**src/rtl/pwt_pkg.sv**
```systemverilog
package pwt_pkg;

    localparam int AD_W  = 32;
    localparam int BE_W  = 4;
    localparam int IDX_W = AD_W - 2;

    localparam logic [BE_W-1:0] CMD_MEM_WR     = 4'b0111;
    localparam logic [BE_W-1:0] CMD_MEM_WR_INV = 4'b1111;

    typedef enum logic [2:0] {
        PH_IDLE,
        PH_DECODE,
        PH_CLAIMED,
        PH_BURST,
        PH_DRAIN
    } pwt_phase_e;

    typedef struct packed {
        logic            is_addr;
        logic            last;
        logic [BE_W-1:0] be;
        logic [AD_W-1:0] word;
    } pwt_entry_t;

    typedef struct packed {
        logic devsel_n;
        logic trdy_n;
        logic stop_n;
    } pwt_tgt_drv_t;

    localparam pwt_tgt_drv_t DRV_RELEASED = '{devsel_n: 1'b1, trdy_n: 1'b1, stop_n: 1'b1};

    function automatic logic is_posted_cmd(input logic [BE_W-1:0] cmd);
        return (cmd == CMD_MEM_WR) || (cmd == CMD_MEM_WR_INV);
    endfunction

    function automatic logic [IDX_W-1:0] low_ones(input int unsigned n);
        logic [IDX_W-1:0] m;
        for (int i = 0; i < IDX_W; i++) begin
            m[i] = (i < int'(n));
        end
        return m;
    endfunction

    function automatic logic window_last(input logic [IDX_W-1:0] idx,
                                         input logic [IDX_W-1:0] mask);
        return (idx & mask) == mask;
    endfunction

endpackage

```
**src/rtl/pwt_claim.sv**
```systemverilog
module pwt_claim
    import pwt_pkg::*;
#(
    parameter int FREE_W = 8
) (
    input  logic              idle,
    input  logic              frame_n,
    input  logic              frame_prev_n,
    input  logic [BE_W-1:0]   cmd,
    input  logic              hit,
    input  logic [FREE_W-1:0] q_free,
    output logic              claim,
    output logic              claim_mwi
);
    localparam logic [FREE_W-1:0] MIN_ROOM = FREE_W'(2);

    logic addr_phase;

    always_comb begin
        addr_phase = frame_prev_n && !frame_n;
        claim      = idle && addr_phase && hit && is_posted_cmd(cmd) && (q_free >= MIN_ROOM);
        claim_mwi  = (cmd == CMD_MEM_WR_INV);
    end

endmodule

```
**src/rtl/pwt_window.sv**
```systemverilog
module pwt_window
    import pwt_pkg::*;
#(
    parameter int LINE_W       = 8,
    parameter int PAGE_DW_BITS = 10
) (
    input  logic [IDX_W-1:0]  idx,
    input  logic              use_line,
    input  logic [LINE_W-1:0] line_dw,
    output logic              at_end
);
    localparam logic [IDX_W-1:0] PAGE_MASK = low_ones(PAGE_DW_BITS);

    logic [IDX_W-1:0] line_mask;
    logic [IDX_W-1:0] mask;

    generate
        if (LINE_W < IDX_W) begin : g_line_pad
            assign line_mask = {{(IDX_W-LINE_W){1'b0}}, line_dw - LINE_W'(1)};
        end else begin : g_line_trunc
            assign line_mask = IDX_W'(line_dw - LINE_W'(1));
        end
    endgenerate

    always_comb begin
        // A line never reaches past its page: AND keeps the smaller power of two.
        if (use_line && (line_dw != '0)) begin
            mask = line_mask & PAGE_MASK;
        end else begin
            mask = PAGE_MASK;
        end
        at_end = window_last(idx, mask);
    end

endmodule

```
**src/rtl/pwt_ctrl.sv**
```systemverilog
module pwt_ctrl
    import pwt_pkg::*;
#(
    parameter int FREE_W = 8
) (
    input  logic              clk,
    input  logic              rst,
    input  logic              claim,
    input  logic              claim_mwi,
    input  logic [IDX_W-1:0]  claim_idx,
    input  logic [FREE_W-1:0] claim_free,
    input  logic              frame_n,
    input  logic              irdy_n,
    input  logic              probe_end,
    output logic [IDX_W-1:0]  probe_idx,
    output logic              mwi,
    output logic              idle,
    output logic              xfer,
    output logic              xfer_last,
    output pwt_tgt_drv_t      drv
);
    localparam logic [FREE_W-1:0] ONE_LEFT = FREE_W'(1);

    pwt_phase_e        phase_q;
    pwt_tgt_drv_t      drv_q;
    logic [IDX_W-1:0]  idx_q;
    logic [FREE_W-1:0] credit_q;
    logic              mwi_q;

    logic [FREE_W-1:0] probe_credit;
    logic              need_stop;

    always_comb begin
        idle      = (phase_q == PH_IDLE);
        xfer      = (phase_q == PH_BURST) && !irdy_n;
        xfer_last = xfer && (frame_n || !drv_q.stop_n);
        // During a burst the look-ahead is for the phase after the current one.
        if (phase_q == PH_BURST) begin
            probe_idx    = idx_q + IDX_W'(1);
            probe_credit = credit_q - ONE_LEFT;
        end else begin
            probe_idx    = idx_q;
            probe_credit = credit_q;
        end
        need_stop = probe_end || (probe_credit == ONE_LEFT);
        drv       = drv_q;
        mwi       = mwi_q;
    end

    always_ff @(posedge clk) begin
        if (rst) begin
            phase_q  <= PH_IDLE;
            drv_q    <= DRV_RELEASED;
            idx_q    <= '0;
            credit_q <= '0;
            mwi_q    <= 1'b0;
        end else begin
            case (phase_q)
                PH_IDLE: begin
                    if (claim) begin
                        phase_q  <= PH_DECODE;
                        idx_q    <= claim_idx;
                        credit_q <= claim_free - ONE_LEFT;
                        mwi_q    <= claim_mwi;
                    end
                end
                PH_DECODE: begin
                    drv_q.devsel_n <= 1'b0;
                    phase_q        <= PH_CLAIMED;
                end
                PH_CLAIMED: begin
                    drv_q.trdy_n <= 1'b0;
                    drv_q.stop_n <= !need_stop;
                    phase_q      <= PH_BURST;
                end
                PH_BURST: begin
                    if (xfer) begin
                        if (xfer_last) begin
                            if (frame_n) begin
                                drv_q   <= DRV_RELEASED;
                                phase_q <= PH_IDLE;
                            end else begin
                                drv_q.trdy_n <= 1'b1;
                                phase_q      <= PH_DRAIN;
                            end
                        end else begin
                            idx_q        <= probe_idx;
                            credit_q     <= probe_credit;
                            drv_q.stop_n <= !need_stop;
                        end
                    end
                end
                PH_DRAIN: begin
                    if (frame_n) begin
                        drv_q   <= DRV_RELEASED;
                        phase_q <= PH_IDLE;
                    end
                end
                default: begin
                    drv_q   <= DRV_RELEASED;
                    phase_q <= PH_IDLE;
                end
            endcase
        end
    end

endmodule

```
**src/rtl/pwt_qwrite.sv**
```systemverilog
module pwt_qwrite
    import pwt_pkg::*;
(
    input  logic            clk,
    input  logic            rst,
    input  logic            claim,
    input  logic            xfer,
    input  logic            xfer_last,
    input  logic [AD_W-1:0] ad,
    input  logic [BE_W-1:0] cbe,
    output logic            push,
    output pwt_entry_t      entry
);
    pwt_entry_t entry_q;
    logic       push_q;

    always_ff @(posedge clk) begin
        if (rst) begin
            push_q  <= 1'b0;
            entry_q <= '0;
        end else begin
            push_q <= claim || xfer;
            if (claim) begin
                entry_q <= '{is_addr: 1'b1, last: 1'b0, be: cbe, word: ad};
            end else if (xfer) begin
                entry_q <= '{is_addr: 1'b0, last: xfer_last, be: cbe, word: ad};
            end
        end
    end

    assign push  = push_q;
    assign entry = entry_q;

endmodule

```
**src/rtl/pwt_acceptor.sv**
```systemverilog
module pwt_acceptor
    import pwt_pkg::*;
#(
    parameter int FREE_W     = 8,
    parameter int LINE_W     = 8,
    parameter int PAGE_BYTES = 4096
) (
    input  logic              clk,
    input  logic              rst,
    input  logic              bus_frame_n,
    input  logic              bus_irdy_n,
    input  logic [31:0]       bus_ad,
    input  logic [3:0]        bus_cbe,
    input  logic              decode_hit,
    input  logic [LINE_W-1:0] line_dw,
    input  logic [FREE_W-1:0] q_free,
    output logic              tgt_devsel_n,
    output logic              tgt_trdy_n,
    output logic              tgt_stop_n,
    output logic              q_push,
    output logic              q_is_addr,
    output logic              q_last,
    output logic [31:0]       q_word,
    output logic [3:0]        q_be
);
    localparam int PAGE_DW_BITS = $clog2(PAGE_BYTES) - 2;

    logic             frame_prev_n;
    logic             idle;
    logic             claim;
    logic             claim_mwi;
    logic             mwi;
    logic             xfer;
    logic             xfer_last;
    logic             probe_end;
    logic [IDX_W-1:0] probe_idx;
    pwt_tgt_drv_t     drv;
    pwt_entry_t       entry;

    always_ff @(posedge clk) begin
        if (rst) begin
            frame_prev_n <= 1'b1;
        end else begin
            frame_prev_n <= bus_frame_n;
        end
    end

    pwt_claim #(.FREE_W(FREE_W)) claim_i (
        .idle         (idle),
        .frame_n      (bus_frame_n),
        .frame_prev_n (frame_prev_n),
        .cmd          (bus_cbe),
        .hit          (decode_hit),
        .q_free       (q_free),
        .claim        (claim),
        .claim_mwi    (claim_mwi)
    );

    pwt_ctrl #(.FREE_W(FREE_W)) ctrl_i (
        .clk        (clk),
        .rst        (rst),
        .claim      (claim),
        .claim_mwi  (claim_mwi),
        .claim_idx  (bus_ad[AD_W-1:2]),
        .claim_free (q_free),
        .frame_n    (bus_frame_n),
        .irdy_n     (bus_irdy_n),
        .probe_end  (probe_end),
        .probe_idx  (probe_idx),
        .mwi        (mwi),
        .idle       (idle),
        .xfer       (xfer),
        .xfer_last  (xfer_last),
        .drv        (drv)
    );

    pwt_window #(.LINE_W(LINE_W), .PAGE_DW_BITS(PAGE_DW_BITS)) window_i (
        .idx      (probe_idx),
        .use_line (mwi),
        .line_dw  (line_dw),
        .at_end   (probe_end)
    );

    pwt_qwrite qwrite_i (
        .clk       (clk),
        .rst       (rst),
        .claim     (claim),
        .xfer      (xfer),
        .xfer_last (xfer_last),
        .ad        (bus_ad),
        .cbe       (bus_cbe),
        .push      (q_push),
        .entry     (entry)
    );

    assign tgt_devsel_n = drv.devsel_n;
    assign tgt_trdy_n   = drv.trdy_n;
    assign tgt_stop_n   = drv.stop_n;
    assign q_is_addr    = entry.is_addr;
    assign q_last       = entry.last;
    assign q_word       = entry.word;
    assign q_be         = entry.be;

endmodule

```
**config.mk**
```make
export PLATFORM = sky130hd
export DESIGN_NAME = pwt_acceptor
export DESIGN_NICKNAME = d
export VERILOG_FILES = /design/src/rtl/pwt_pkg.sv /design/src/rtl/pwt_claim.sv /design/src/rtl/pwt_window.sv /design/src/rtl/pwt_ctrl.sv /design/src/rtl/pwt_qwrite.sv /design/src/rtl/pwt_acceptor.sv
export SDC_FILE = /design/constraint.sdc
export NUM_CORES = 1
export LEC_CHECK = 0
export ABC_AREA = 0
export BUFFER_PORTS_ARGS = -buffer_cell sky130_fd_sc_hd__buf_2
export CORE_MARGIN = 5
export CORE_UTILIZATION = 52
export DETAILED_ROUTE_END_ITERATION = 12
export PLACE_DENSITY = 0.86
export SYNTH_ARGS = -nofsm -noshare
export SYNTH_HDL_FRONTEND = slang
export SYNTH_SLANG_ARGS = --single-unit
```
**constraint.sdc**
```tcl
create_clock -name clk -period 2.6 [get_ports clk]
set_clock_uncertainty 0.2 [all_clocks]
set_input_delay 0.52 -clock clk [delete_from_list [all_inputs] [get_ports clk]]
set_output_delay 0.52 -clock clk [all_outputs]
set_load 0.02 [all_outputs]
```
==> metrics.csv <==
metric,value,unit
hold_buf cts,0,
Post-Syn Area per Cell,7.387,um2
Reg2Reg Launch Point,ctrl_i.phase_q[1],
"delay-heaviest family, CP",simple AND/OR/NAND/NOR gates,
Max IR drop VDD,380.9,uV
row cnt,29,
maxcap violations,0,
CP Class,flop to flop,
register area share after synthesis,0.3772,
outcome,finished clean,
PortBufs,98,
"critical path, cell by cell","or3_1, or4_4, or2_0, o21ai_4, nand2_1, a21oi_1",
H-tree levels,3,
combinational power share,0.105,
Pint,1654,uW
HP Class,primary input to flop,
Post-synth EDFFs,0,
Residual DRC,0,
unrepaired setup endpoints after global routing,true,
"Slew Viols, Final",0,
FF-to-FF End,qwrite_i.entry[12],
Starting Density,0.5402,
Worst Path Arrival,2510,ps
Area Growth Syn to Fin,24.45,%
Bufs on Longest Clock Path,2,
Crit path required time,2650,ps
chip width,91.45,um
routing usage on met3,0.05868,
RD Place Congestion,0.9170,
Worst-Margin Slew,847.8,ps
reg2reg path depth,6,
Sw Share,0.2454,
WP buf/inv,0,
Synth cell types,55,
final setup fails,0,
Final Hold Viols,0,
post_cts resized,0,
nets,628,
P_leak,0.001733,uW
Initial DRT Pass Iterations,5,
die area,8362,um2
Mapped Nets,529,
hold depth,3,
HPWL Detailed,6798,um
Final Cycle Share,0.9449,
most frequent cells in the layout,"99 x nand2_1, 98 x buf_2, 65 x dfxtp_1, 62 x a21oi_1, 38 x nor2_1",
antenna fix cells,0,
R2R Setup Slk,140,ps
met2 usage,0.3789,
"Reg clk slew, reported paths",70,ps
Clk pwr share,0.425,
root buf cell,clkbuf_8,
initial antenna violation count,0,
CP max FO,35,
HP Start,bus_ad[19],
number of global-route vias before repair,3463,
CP max stage delay,450,ps
ys async rst share,0,
Synth Flop Type,dfxtp_1,
Total GRT Usage,0.2216,
Ports,99,
"commonest non-fill, non-tap cell in the layout",nand2_1,
Post-Syn Area,3450,um2
Design Power,2192,uW
Synth Warn #,0,
met1 usage,0.2685,
fmax,0.4071,GHz
Setup crit end kind,flop,
crit path time final,2457,ps
clock sink count,65,
Final TNS setup,0,ps
Critical Path Start Type,flop,
register bit total from synthesis,65,
first-pass GRT wire length,15570,um
largest net degree at the start of global routing,64,
1st-iter DRT viols,274,
Hold Path End,qwrite_i.entry[19],
post-CTS setup buffers,0,
insertion delay to the later sink of the worst-skew pair,330,ps
Routed WL,9454,um
wire per inst,14.59,um
Vias,3642,
NetSw,537.9,uW
TritonCTS clock tree,built,
cell count after synthesis,467,
most used routing layer,met2,
share of layout cells above drive strength 1,0.2469,
Power Density,510.6,nW/um2
Vias/cell,5.620,
"antenna viol nets, final",0,
core area,6386,um2
Rel. slew slack,0.4326,
height of the die,91.45,um
CTS buffer count,9,
Seq pwr share,0.470,
Crit-path slowest cell,or4_4,
Overflow after GRT,0,
==> kinds of logic after synthesis <==
family | Yosys count | share of synthesized area
AND/OR/NAND/NOR | 205 | 0.2731
AO/OA/AOI/OAI | 131 | 0.2263
flip-flops | 65 | 0.3772
buffers and inverters | 42 | 0.05658
XOR/XNOR | 18 | 0.04570
adder cells (fa/ha/maj) | 5 | 0.01814
multiplexers | 1 | 0.002902
==> layout make-up <==
type                    count  area, um2
clock inverters             5      80.08
multi-input cells         360       1953
fillers                   577       2093
flip-flops and latches     65       1301
inverters                  10      37.54
repair buffers            120      693.2
clock buffers              11      131.4
well taps                  77      96.34
==> how the worst max path moves through the flow <==
stage / depth (start not counted) / to / from
2_1_floorplan: 7 / ctrl_i.idx_q[2] / bus_frame_n
3_3_place_gp: 7 / qwrite_i.entry[21] / q_free[4]
3_5_place_dp: 7 / qwrite_i.entry[12] / q_free[4]
4_1_cts: 6 / qwrite_i.entry[12] / ctrl_i.phase_q[1]
5_1_grt: 6 / qwrite_i.entry[35] / ctrl_i.phase_q[1]
6_report: 6 / qwrite_i.entry[12] / ctrl_i.phase_q[1]
==> stage by stage <==
stage	std cells	worst slack, ps	cell area, um2	utilization	hold slack (ps)
2_1_floorplan	467	272.0	3450	-	260.3
3_3_place_gp	632	-43.78	4081	0.6391	234.2
3_5_place_dp	632	-132.7	4081	0.6391	241.3
4_1_cts	648	120.8	4293	0.6722	210.0
5_1_grt	648	-28.25	4293	0.6722	207.4
6_report	648	143.3	4293	0.6722	221.5
==> power groups by stage <==
| stage | clock (uW) | sequential, uW | combinational [uW] |
|---|---|---|---|
| after floorplan | 0 | 1060 | 116 |
| after global placement | 0 | 1050 | 221 |
| after detailed placement | 0 | 1050 | 227 |
| after CTS | 942 | 1030 | 229 |
| after global routing | 992 | 1030 | 254 |
| final | 932 | 1030 | 230 |
==> cells in the mapped netlist (7+ instances only) <==
master    number  share of area
a31oi_1        7          0.013
nor3_1        15          0.022
xnor2_1       12          0.030
o21ai_0       22          0.032
buf_2         12          0.017
dfxtp_1       65           0.38
nand3_1       10          0.015
inv_1         10          0.011
nand2_1       99           0.11
nor2_1        38          0.041
a21oi_1       62          0.090
clkbuf_1      16          0.017
==> worst reg2reg max path, delay by kind of cell (launching register included) <==
family          cells  cell delay, ps
simple gates        4            1280
flops               1             370
compound gates      2             540
==> state kept, by name, indices dropped and copies added (netlist names) <==
register,cells
frame_prev_n,1
ctrl_i.drv,3
ctrl_i.phase_q,3
ctrl_i.idx_q,10
ctrl_i.credit_q,8
ctrl_i.mwi,1
qwrite_i.entry,38
qwrite_i.push,1
==> metal layers <==
| metal | share of wire | wire (um) |
|---|---|---|
| met3 | 0.074 | 698 |
| met4 | 0.013 | 123 |
| met1 | 0.42 | 4009 |
| met2 | 0.49 | 4623 |
| met5 | 0 | 0 |
Power figures use the tool's default switching activity.
